`src/rtl/i2c_csum_regx.sv`:
```
module i2c_csum_regx #(
  parameter int READ_TRIES    = 10,
  parameter int WRITE_TRIES   = 1,
  parameter bit CHECK_RX_CSUM = 1'b1,
  localparam int MAX_TRIES    = (READ_TRIES > WRITE_TRIES) ? READ_TRIES : WRITE_TRIES,
  localparam int TRY_W        = $clog2(MAX_TRIES + 1)
) (
  input  logic             clk,
  input  logic             rst_n,
  input  logic             cmd_valid,
  output logic             cmd_ready,
  input  logic             cmd_write,
  input  logic [6:0]       cmd_dev,
  input  logic [14:0]      cmd_reg,
  input  logic [15:0]      cmd_wdata,
  output logic             rsp_done,
  output logic             rsp_err,
  output logic [15:0]      rsp_rdata,
  output logic [TRY_W-1:0] rsp_tries,
  output logic             bm_req,
  output logic [2:0]       bm_op,
  output logic [7:0]       bm_txd,
  output logic             bm_rx_nack,
  input  logic             bm_done,
  input  logic             bm_ack_ok,
  input  logic             bm_fault,
  input  logic [7:0]       bm_rxd
);

  localparam logic [2:0] OP_START   = 3'd0;
  localparam logic [2:0] OP_RESTART = 3'd1;
  localparam logic [2:0] OP_STOP    = 3'd2;
  localparam logic [2:0] OP_SEND    = 3'd3;
  localparam logic [2:0] OP_RECV    = 3'd4;
  localparam logic [2:0] OP_CLEAR   = 3'd5;

  localparam logic [3:0] LAST_RD = 4'd10;
  localparam logic [3:0] LAST_WR = 4'd7;

  typedef enum logic [1:0] {ST_IDLE, ST_RUN, ST_CLEAR} state_t;

  state_t            state;
  logic [3:0]        step;
  logic              wr_q;
  logic [6:0]        dev_q;
  logic [14:0]       reg_q;
  logic [15:0]       wd_q;
  logic [TRY_W-1:0]  tries_q;
  logic [7:0]        rx_hi, rx_lo, rx_ck;
  logic              done_q, err_q;

  function automatic logic [7:0] oc_add(input logic [7:0] a, input logic [7:0] b);
    logic [8:0] s;
    s = {1'b0, a} + {1'b0, b};
    return s[7:0] + {7'd0, s[8]};
  endfunction

  logic [7:0] hdr_hi, hdr_lo, ck_tx, ck_rx_exp;
  assign hdr_hi    = {reg_q[14:8], ~wr_q};
  assign hdr_lo    = reg_q[7:0];
  assign ck_tx     = wr_q ? ~oc_add(oc_add(oc_add(hdr_hi, hdr_lo), wd_q[15:8]), wd_q[7:0])
                          : ~oc_add(hdr_hi, hdr_lo);
  assign ck_rx_exp = ~oc_add(rx_hi, rx_lo);

  logic [3:0]       last_step;
  logic [TRY_W-1:0] limit;
  assign last_step = wr_q ? LAST_WR : LAST_RD;
  assign limit     = wr_q ? TRY_W'(WRITE_TRIES) : TRY_W'(READ_TRIES);

  always_comb begin
    bm_op      = OP_CLEAR;
    bm_txd     = 8'h00;
    bm_rx_nack = 1'b0;
    if (state == ST_RUN) begin
      if (wr_q) begin
        case (step)
          4'd0:    bm_op = OP_START;
          4'd1:    begin bm_op = OP_SEND; bm_txd = {dev_q, 1'b0}; end
          4'd2:    begin bm_op = OP_SEND; bm_txd = hdr_hi; end
          4'd3:    begin bm_op = OP_SEND; bm_txd = hdr_lo; end
          4'd4:    begin bm_op = OP_SEND; bm_txd = wd_q[15:8]; end
          4'd5:    begin bm_op = OP_SEND; bm_txd = wd_q[7:0]; end
          4'd6:    begin bm_op = OP_SEND; bm_txd = ck_tx; end
          default: bm_op = OP_STOP;
        endcase
      end else begin
        case (step)
          4'd0:    bm_op = OP_START;
          4'd1:    begin bm_op = OP_SEND; bm_txd = {dev_q, 1'b0}; end
          4'd2:    begin bm_op = OP_SEND; bm_txd = hdr_hi; end
          4'd3:    begin bm_op = OP_SEND; bm_txd = hdr_lo; end
          4'd4:    begin bm_op = OP_SEND; bm_txd = ck_tx; end
          4'd5:    bm_op = OP_RESTART;
          4'd6:    begin bm_op = OP_SEND; bm_txd = {dev_q, 1'b1}; end
          4'd7:    bm_op = OP_RECV;
          4'd8:    bm_op = OP_RECV;
          4'd9:    begin bm_op = OP_RECV; bm_rx_nack = 1'b1; end
          default: bm_op = OP_STOP;
        endcase
      end
    end
  end

  logic attempt_fail;
  assign attempt_fail = bm_fault || (bm_op == OP_SEND && !bm_ack_ok);

  assign bm_req    = (state != ST_IDLE);
  assign cmd_ready = (state == ST_IDLE);
  assign rsp_done  = done_q;
  assign rsp_err   = err_q;
  assign rsp_rdata = {rx_hi, rx_lo};
  assign rsp_tries = tries_q;

  always_ff @(posedge clk or negedge rst_n) begin
    if (!rst_n) begin
      state   <= ST_IDLE;
      step    <= 4'd0;
      wr_q    <= 1'b0;
      dev_q   <= 7'd0;
      reg_q   <= 15'd0;
      wd_q    <= 16'd0;
      tries_q <= '0;
      rx_hi   <= 8'd0;
      rx_lo   <= 8'd0;
      rx_ck   <= 8'd0;
      done_q  <= 1'b0;
      err_q   <= 1'b0;
    end else begin
      done_q <= 1'b0;
      case (state)
        ST_IDLE: if (cmd_valid) begin
          wr_q    <= cmd_write;
          dev_q   <= cmd_dev;
          reg_q   <= cmd_reg;
          wd_q    <= cmd_wdata;
          tries_q <= TRY_W'(1);
          step    <= 4'd0;
          err_q   <= 1'b0;
          state   <= ST_RUN;
        end
        ST_RUN: if (bm_done) begin
          if (attempt_fail) begin
            state <= ST_CLEAR;
          end else begin
            if (!wr_q && step == 4'd7) rx_hi <= bm_rxd;
            if (!wr_q && step == 4'd8) rx_lo <= bm_rxd;
            if (!wr_q && step == 4'd9) rx_ck <= bm_rxd;
            if (step == last_step) begin
              state  <= ST_IDLE;
              done_q <= 1'b1;
              err_q  <= CHECK_RX_CSUM && !wr_q && (rx_ck != ck_rx_exp);
            end else begin
              step <= step + 4'd1;
            end
          end
        end
        ST_CLEAR: if (bm_done) begin
          if (tries_q >= limit) begin
            state  <= ST_IDLE;
            done_q <= 1'b1;
            err_q  <= 1'b1;
          end else begin
            tries_q <= tries_q + TRY_W'(1);
            step    <= 4'd0;
            state   <= ST_RUN;
          end
        end
        default: state <= ST_IDLE;
      endcase
    end
  end


  done_pulse_chk: assert property (@(posedge clk) disable iff (!rst_n)
    rsp_done |=> !rsp_done);


  req_idle_chk: assert property (@(posedge clk) disable iff (!rst_n)
    cmd_ready |-> !bm_req);


  tries_range_chk: assert property (@(posedge clk) disable iff (!rst_n)
    rsp_done |-> (rsp_tries >= TRY_W'(1) && rsp_tries <= TRY_W'(READ_TRIES)));


  wr_once_chk: assert property (@(posedge clk) disable iff (!rst_n)
    (rsp_done && wr_q) |-> rsp_tries <= TRY_W'(WRITE_TRIES));


  op_legal_chk: assert property (@(posedge clk) disable iff (!rst_n)
    bm_req |-> bm_op <= OP_CLEAR);


  fail_clear_chk: assert property (@(posedge clk) disable iff (!rst_n)
    (bm_req && bm_done && bm_fault && bm_op != OP_CLEAR) |=> (bm_req && bm_op == OP_CLEAR));

endmodule

```
`config.mk`:
```
export PLATFORM = sky130hd
export DESIGN_NAME = i2c_csum_regx
export DESIGN_NICKNAME = d
export VERILOG_FILES = /design/src/rtl/i2c_csum_regx.sv
export SDC_FILE = /design/constraint.sdc
export NUM_CORES = 1
export LEC_CHECK = 0
export BUFFER_PORTS_ARGS = -buffer_cell sky130_fd_sc_hd__buf_2
export CAP_MARGIN = 10
export CELL_PAD_IN_SITES_DETAIL_PLACEMENT = 0
export CELL_PAD_IN_SITES_GLOBAL_PLACEMENT = 1
export CORE_AREA = 2 2 111 113
export CTS_BUF_LIST = sky130_fd_sc_hd__clkbuf_4 sky130_fd_sc_hd__clkbuf_8
export CTS_CLUSTER_DIAMETER = 100
export CTS_CLUSTER_SIZE = 30
export DETAILED_ROUTE_END_ITERATION = 8
export DIE_AREA = 0 0 113 115
export PLACE_DENSITY_LB_ADDON = 0.1
export SLEW_MARGIN = 20
export SYNTH_ARGS = -nofsm -noshare
export SYNTH_HDL_FRONTEND = slang
export SYNTH_SLANG_ARGS = --single-unit
```
`constraint.sdc`:
```
create_clock -name clk -period 22.1 [get_ports clk]
set_input_delay 2.21 -clock clk [delete_from_list [all_inputs] [get_ports clk]]
set_output_delay 2.21 -clock clk [all_outputs]
set_load 0.02 [all_outputs]
```
After elaboration in Yosys (flattened, before gate mapping)
Cells that the tools add are included.
{"block": "totals", "regBits": 75, "elab_cells": 120, "inputBits": 53, "output_inout_bits": 36}
{"block": "classes", "addsub": 10, "order_cmp": 1, "muxes": 45, "bitwise_logic": 5, "n_eq_ne": 23, "n_reduce_logical": 24}
{"cell": "one-hot mux 8 bit (6 select lines)", "n": 1}
{"cell": "2-to-1 mux 4 bit", "n": 11}
{"cell": "one-hot mux 8 bit (5 select lines)", "n": 1}
{"cell": "adder 8 x 8 -> 9 bit", "n": 4}
{"cell": "adder 8 x 1 -> 8 bit", "n": 4}
{"cell": "2-to-1 mux 8 bit", "n": 3}
{"cell": "inverter 8 bit", "n": 3}
{"cell": "AND reduction 4 bit", "n": 5}
{"cell": "equality test 4 x 3 -> 1 bit, second input constant", "n": 4}
{"cell": "2-to-1 mux 1 bit", "n": 15}
{"cell": "inequality test 2 bit, second input constant", "n": 7}
{"cell": "AND reduction 7 bit", "n": 2}
{"cell": "one-hot mux 3 bit (4 select lines)", "n": 1}
{"cell": "one-hot mux 4 bit (3 select lines)", "n": 1}
{"cell": "2-to-1 mux 2 bit", "n": 5}
{"cell": "adder 4 x 1 -> 4 bit, second input constant", "n": 2}
{"cell": "equality test 4 x 2 -> 1 bit, second input constant", "n": 2}
{"cell": "equality test 4 bit, second input constant", "n": 2}
{"cell": "inequality test 8 bit", "n": 1}
{"cell": "one-hot mux 4 bit (2 select lines)", "n": 1}
{"cell": "2-to-1 mux 3 bit", "n": 2}
{"cell": "one-hot mux 2 bit (3 select lines)", "n": 1}
{"cell": "OR reduction 6 bit", "n": 1}
{"cell": "logical AND 1 bit", "n": 5}
{"cell": "other kinds (21)", "n": 24}

Longest topological paths before layout
{"block": "logic_depth", "word_depth": 12, "mapped_depth": 37, "ltp_nobuf": 36}

Worst setup path after synthesis
Ideal clock, no wire load.
{"block": "synth_path", "path_type": "reg-to-output", "start": "register wr_q", "end": "output bm_txd[5]", "arrival_ps": 7157, "required_time_ps": 19890, "n_path_buf": 1, "path_stages_with_launch": 35, "path_slack_ps": 12733, "path_cell_list": "dfrtp_1 -> buf_2 -> clkinv_1 -> ha_1 -> fa_1 -> a211oi_1 -> o21bai_1 -> a21oi_1 -> nor2b_1 -> o21ai_0 -> nand2b_1 -> ha_1 -> ha_1 -> fa_1 -> a21o_1 -> a21o_1 -> a21o_1 -> a21oi_1 -> nor2b_1 -> o21ai_0 -> nand2b_1 -> ha_1 -> ha_1 -> fa_1 -> a21o_1 -> a21oi_1 -> o21ai_0 -> a21o_1 -> a21o_1 -> ha_1 -> and3_1 -> nand3_1 -> xnor2_1 -> a21oi_1 -> o31ai_1"}
{"block": "synth_via", "elab_chain_cells": 12, "elab_cells_between_ends": 14, "classes_between": "add/sub (6); mux (5); bitwise (3)"}
{"item": "start, declared", "line": "44", "source": "logic wr_q;"}
{"item": "start signal, assigned", "line": "132", "source": "wr_q <= cmd_write;"}
{"item": "inverter 1 bit", "line": "59", "source": "assign hdr_hi = {reg_q[14:8], ~wr_q};"}
{"item": "adder 8 x 8 -> 9 bit", "line": "54", "source": "s = {1'b0, a} + {1'b0, b};"}
{"item": "adder 8 x 1 -> 8 bit", "line": "55", "source": "return s[7:0] + {7'd0, s[8]};"}
{"item": "adder 8 x 8 -> 9 bit", "line": "54"}
{"item": "adder 8 x 1 -> 8 bit", "line": "55"}
{"item": "adder 8 x 8 -> 9 bit", "line": "54"}
{"item": "adder 8 x 1 -> 8 bit", "line": "55"}
{"item": "inverter 8 bit", "line": "61", "source": "assign ck_tx = wr_q ? ~oc_add(oc_add(oc_add(hdr_hi, hdr_lo), wd_q[15:8]), wd_q[7:0])"}
{"item": "2-to-1 mux 8 bit", "line": "61"}
{"item": "one-hot mux 8 bit (6 select lines) or one-hot mux 8 bit (5 select lines) (tied branches)", "line": "76, 87"}
{"item": "2-to-1 mux 8 bit *", "line": "75", "source": "if (wr_q) begin"}
{"item": "2-to-1 mux 8 bit *", "line": "74", "source": "if (state == ST_RUN) begin"}
{"item": "end, declared", "line": "22", "source": "output logic [7:0] bm_txd,"}
Every way passes the cells marked *; elsewhere a longest branch is shown, timed or not.

Worst setup path in the final report
Ends and elaborated chain as after synthesis.

==> flow_results.org <==
** Timing
- Setup violations remaining at the end of the flow were counted as 0.
- Setup total negative slack on the finished layout was measured at 0 ns.
- Tcrit/Tclk final :: 49.57%
- The number of hold-slack violations in the final timing report is 0.
- For the pin with the worst max-slew slack, the measured transition is 0.9604 ns.
- Final hold analysis gives a worst-case slack of 0.5472 ns.
- Setup repair after global routing left no endpoint under its margin.
- Final number of max-transition violations :: 0
- For the final database, setup skew stands at 0.01052 ns.
- Counting I/O delays and the setup requirement, the final critical path takes 10.96 ns.
- Worst relative slew slack :: 35.97%
- For this run, the top clock speed supported by timing is 0.09128 GHz.

** Route
- Number of remaining DRC errors :: 4
- Drt total wl :: 13960 um
- Post-Route M1 WL :: 6926 um
- Number of design-rule violations left by the first detailed-router iteration :: 206
- The count of nets left with antenna violations once routing finished came out at 0.
- In the final routed layout, each cell accounts on average for 17.76 um.
- After detailed routing, the met2 layer carries 5961 um of wire.
- Top sig layer :: met4
- Routed wire length on met3 :: 758 um
- Detailed-router iteration count before antenna repair :: 7
- In the routed layout, each cell is associated on average with a via count of 5.751.
- The routed layout has 4520 vias.

** Yosys
- Gate count after technology mapping :: 553
- Dividing the synthesized area by the synthesized cell count gives 10.31 um^2.
- The synthesized design contains 0 enable-type register cells.
- Top FF cell, synth :: sky130_fd_sc_hd__dfrtp_1
- The share of synthesized area in the top cell type comes to 32.91%.
- Counting flops with an async set or reset pin after synthesis yields a share of 100.0%.
- Top cell type by total area after synthesis :: sky130_fd_sc_hd__dfrtp_1
- In this run the cell area of the synthesized design comes to 0.005703 mm^2.
- Summing the sequential cell areas from Yosys gives 32.91% of the chip area.
- Nets in the synthesized netlist :: 664
- Synthesis inferred 75 register bits.
- Dominant cells by area after synthesis :: sky130_fd_sc_hd__dfrtp_1, sky130_fd_sc_hd__ha_1, sky130_fd_sc_hd__mux2_2, sky130_fd_sc_hd__mux2_4, sky130_fd_sc_hd__xnor2_1
- After synthesis, the netlist uses 63 different library cells.
- For this run, the number of Yosys warnings is 0.

** Worst setup path
- Type of destination of the critical path :: primary output
- At the worst endpoint, the arrival time is 8.74 ns.
- The largest single stage delay on the critical path is 0.81 ns.
- Data on the critical path is required at its endpoint by 19.89 ns.
- Worst setup SP type :: flip-flop
- CP Max Fanout :: 22
- Critical path start-end classification :: reg -> out
- Among all stages on the critical path, the largest delay is contributed by sky130_fd_sc_hd__dfrtp_1.

** Clock network
- Clk slew on worst S/H paths :: 0.08 ns
- After clock tree synthesis, the repair step resized 0 gates.
- Once the clock tree was built, the setup fixing pass inserted 0 buffers.
- CTS placed an instance of sky130_fd_sc_hd__clkbuf_8 at the clock tree root.
- CTS built an H-tree with a depth of 3.
- TritonCTS built the clock tree.
- Worst-Skew Late Latency :: 0.38 ns
- The clock passes through at most 2 buffers.
- Clock tree synthesis inserted a total of 9 buffers.
- Quantity of hold-fixing buffers added after cts :: 0
- The clock net in this run drives a total of 75 sinks.

** Global route
- The total overflow left after global routing is 0.
- Number of antenna violations at the first check in global routing :: 0
- The first global-routing pass estimated 22880 um of wire.
- Entering global routing, the biggest net connects 76 pins.
- GR Util All Layers :: 22.51%
- The number of global-route vias before repair is 4488.

** Die
- In this run the count of I/O pins placed on the die edge is 89.
- Core footprint :: 0.01181 mm^2
- Once the floorplan was initialized, standard cells occupied 48.28% of the core.
- The die covers 0.01300 mm^2.
- Die height :: 115 um
- Site row count :: 40
- The floorplan step set the die width to 113 um.

** Place
- Sum of net half-perimeters after detailed placement :: 10640 um
- Routability congestion estimate from global placement :: 0.8774
- The count of buffers added on input and output ports is 88.

** Finish
- Fill cell total of the finished layout :: 1081
- The library cells used most frequently in the layout, excluding fill and tap cells, are sky130_fd_sc_hd__buf_2, sky130_fd_sc_hd__dfrtp_1, sky130_fd_sc_hd__ha_1.
- In the final design database the tool counted 745 nets.
- Area delta synth->final :: 13.12%
- Fraction of final layout cells with drive strength greater than 1 :: 28.01%
- Most common cell after layout, fill and taps aside :: sky130_fd_sc_hd__buf_2
- ANT cells :: 0

** Run status
- The flow ran to the end, but the final reports show violations.
- Violated checks :: DRC

** Worst hold path
- Path category of the worst min-delay check :: reg -> reg

** Run
- Maxcap violations :: 0
worst max-delay path, delay by kind of cell (launching register included):
family          cells  cell delay [ns]
compound gates     16             3.10
fa+ha+maj           9             3.00
flops               1             0.81
buf+inv             2             0.70
simple gates        6             0.64
xor+xnor            1             0.13
layout make-up:
cell class / count / area, um^2 / area share (%)
clock inverter: 5 / 61.31 / 0.9503
sequential: 75 / 1877 / 29.09
tap: 147 / 183.9 / 2.851
timing repair buffer: 89 / 450.4 / 6.982
inverter: 17 / 63.81 / 0.9891
clock buffer: 11 / 145.1 / 2.250
multi-input combinational: 442 / 3670 / 56.89
per-stage QoR:
stage               area (um^2)  util, %  cells  setup slack, ns
detailed placement         6245    52.87    770            11.65
CTS                        6451    54.62    786            11.15
global placement           6245    52.87    770            11.78
global route               6451    54.62    786            10.55
finish                     6451    54.62    786            11.15
floorplan                  5703        -    553            12.73
registers in the layout, summed over array words and instances, names as in the netlist:
name / flops
rsp_err: 1
rsp_done: 1
step: 4
rx_hi: 8
wd_q: 16
dev_q: 7
wr_q: 1
rx_ck: 8
rx_lo: 8
state: 2
reg_q: 15
rsp_tries: 4
synth_stat cells, drive strengths merged (7+ instances only):
cell type	number
o21bai	7
buf	9
nor2	25
xor2	20
inv	16
nand3	16
nor3	7
a31oi	8
ha	54
o21ai	30
a21oi	34
and2	7
a21o	15
dfrtp	75
clkbuf	10
nand2	32
mux2	64
and3	10
xnor2	29
nand2b	9
path summary, 6_finish.rpt:
path                            from            to  slack, ns  cells past startpoint
hold / removal             reg_q[13]     reg_q[13]       0.55                      1
hold reg to reg            reg_q[13]     reg_q[13]       0.55                      1
max in group asynchronous      rst_n  rsp_tries[2]      19.50                      1
setup / recovery                wr_q     bm_txd[5]      11.15                     34
setup reg to reg            rx_lo[0]       rsp_err      18.50                     15
min in group asynchronous      rst_n       wd_q[3]       1.93                      1
cells by family after synthesis:
logic type               share of synthesized area, %
AND/OR/NAND/NOR                                 11.56
flip-flops                                      32.91
buffers and inverters                           2.742
adder cells (fa/ha/maj)                         13.25
XOR/XNOR                                        7.942
multiplexers                                    14.74
AO/OA/AOI/OAI                                   16.85
routing by layer:
layer / up-vias / GRT usage, %
li1: 2199 / -
met3: 23 / 3.901
met4: 0 / 10.16
met5: - / 0
met1: 2182 / 32.26
met2: 116 / 33.41
Power is not shown: default switching activity piles up to over one toggle a cycle in this logic, so the estimate is an artifact.
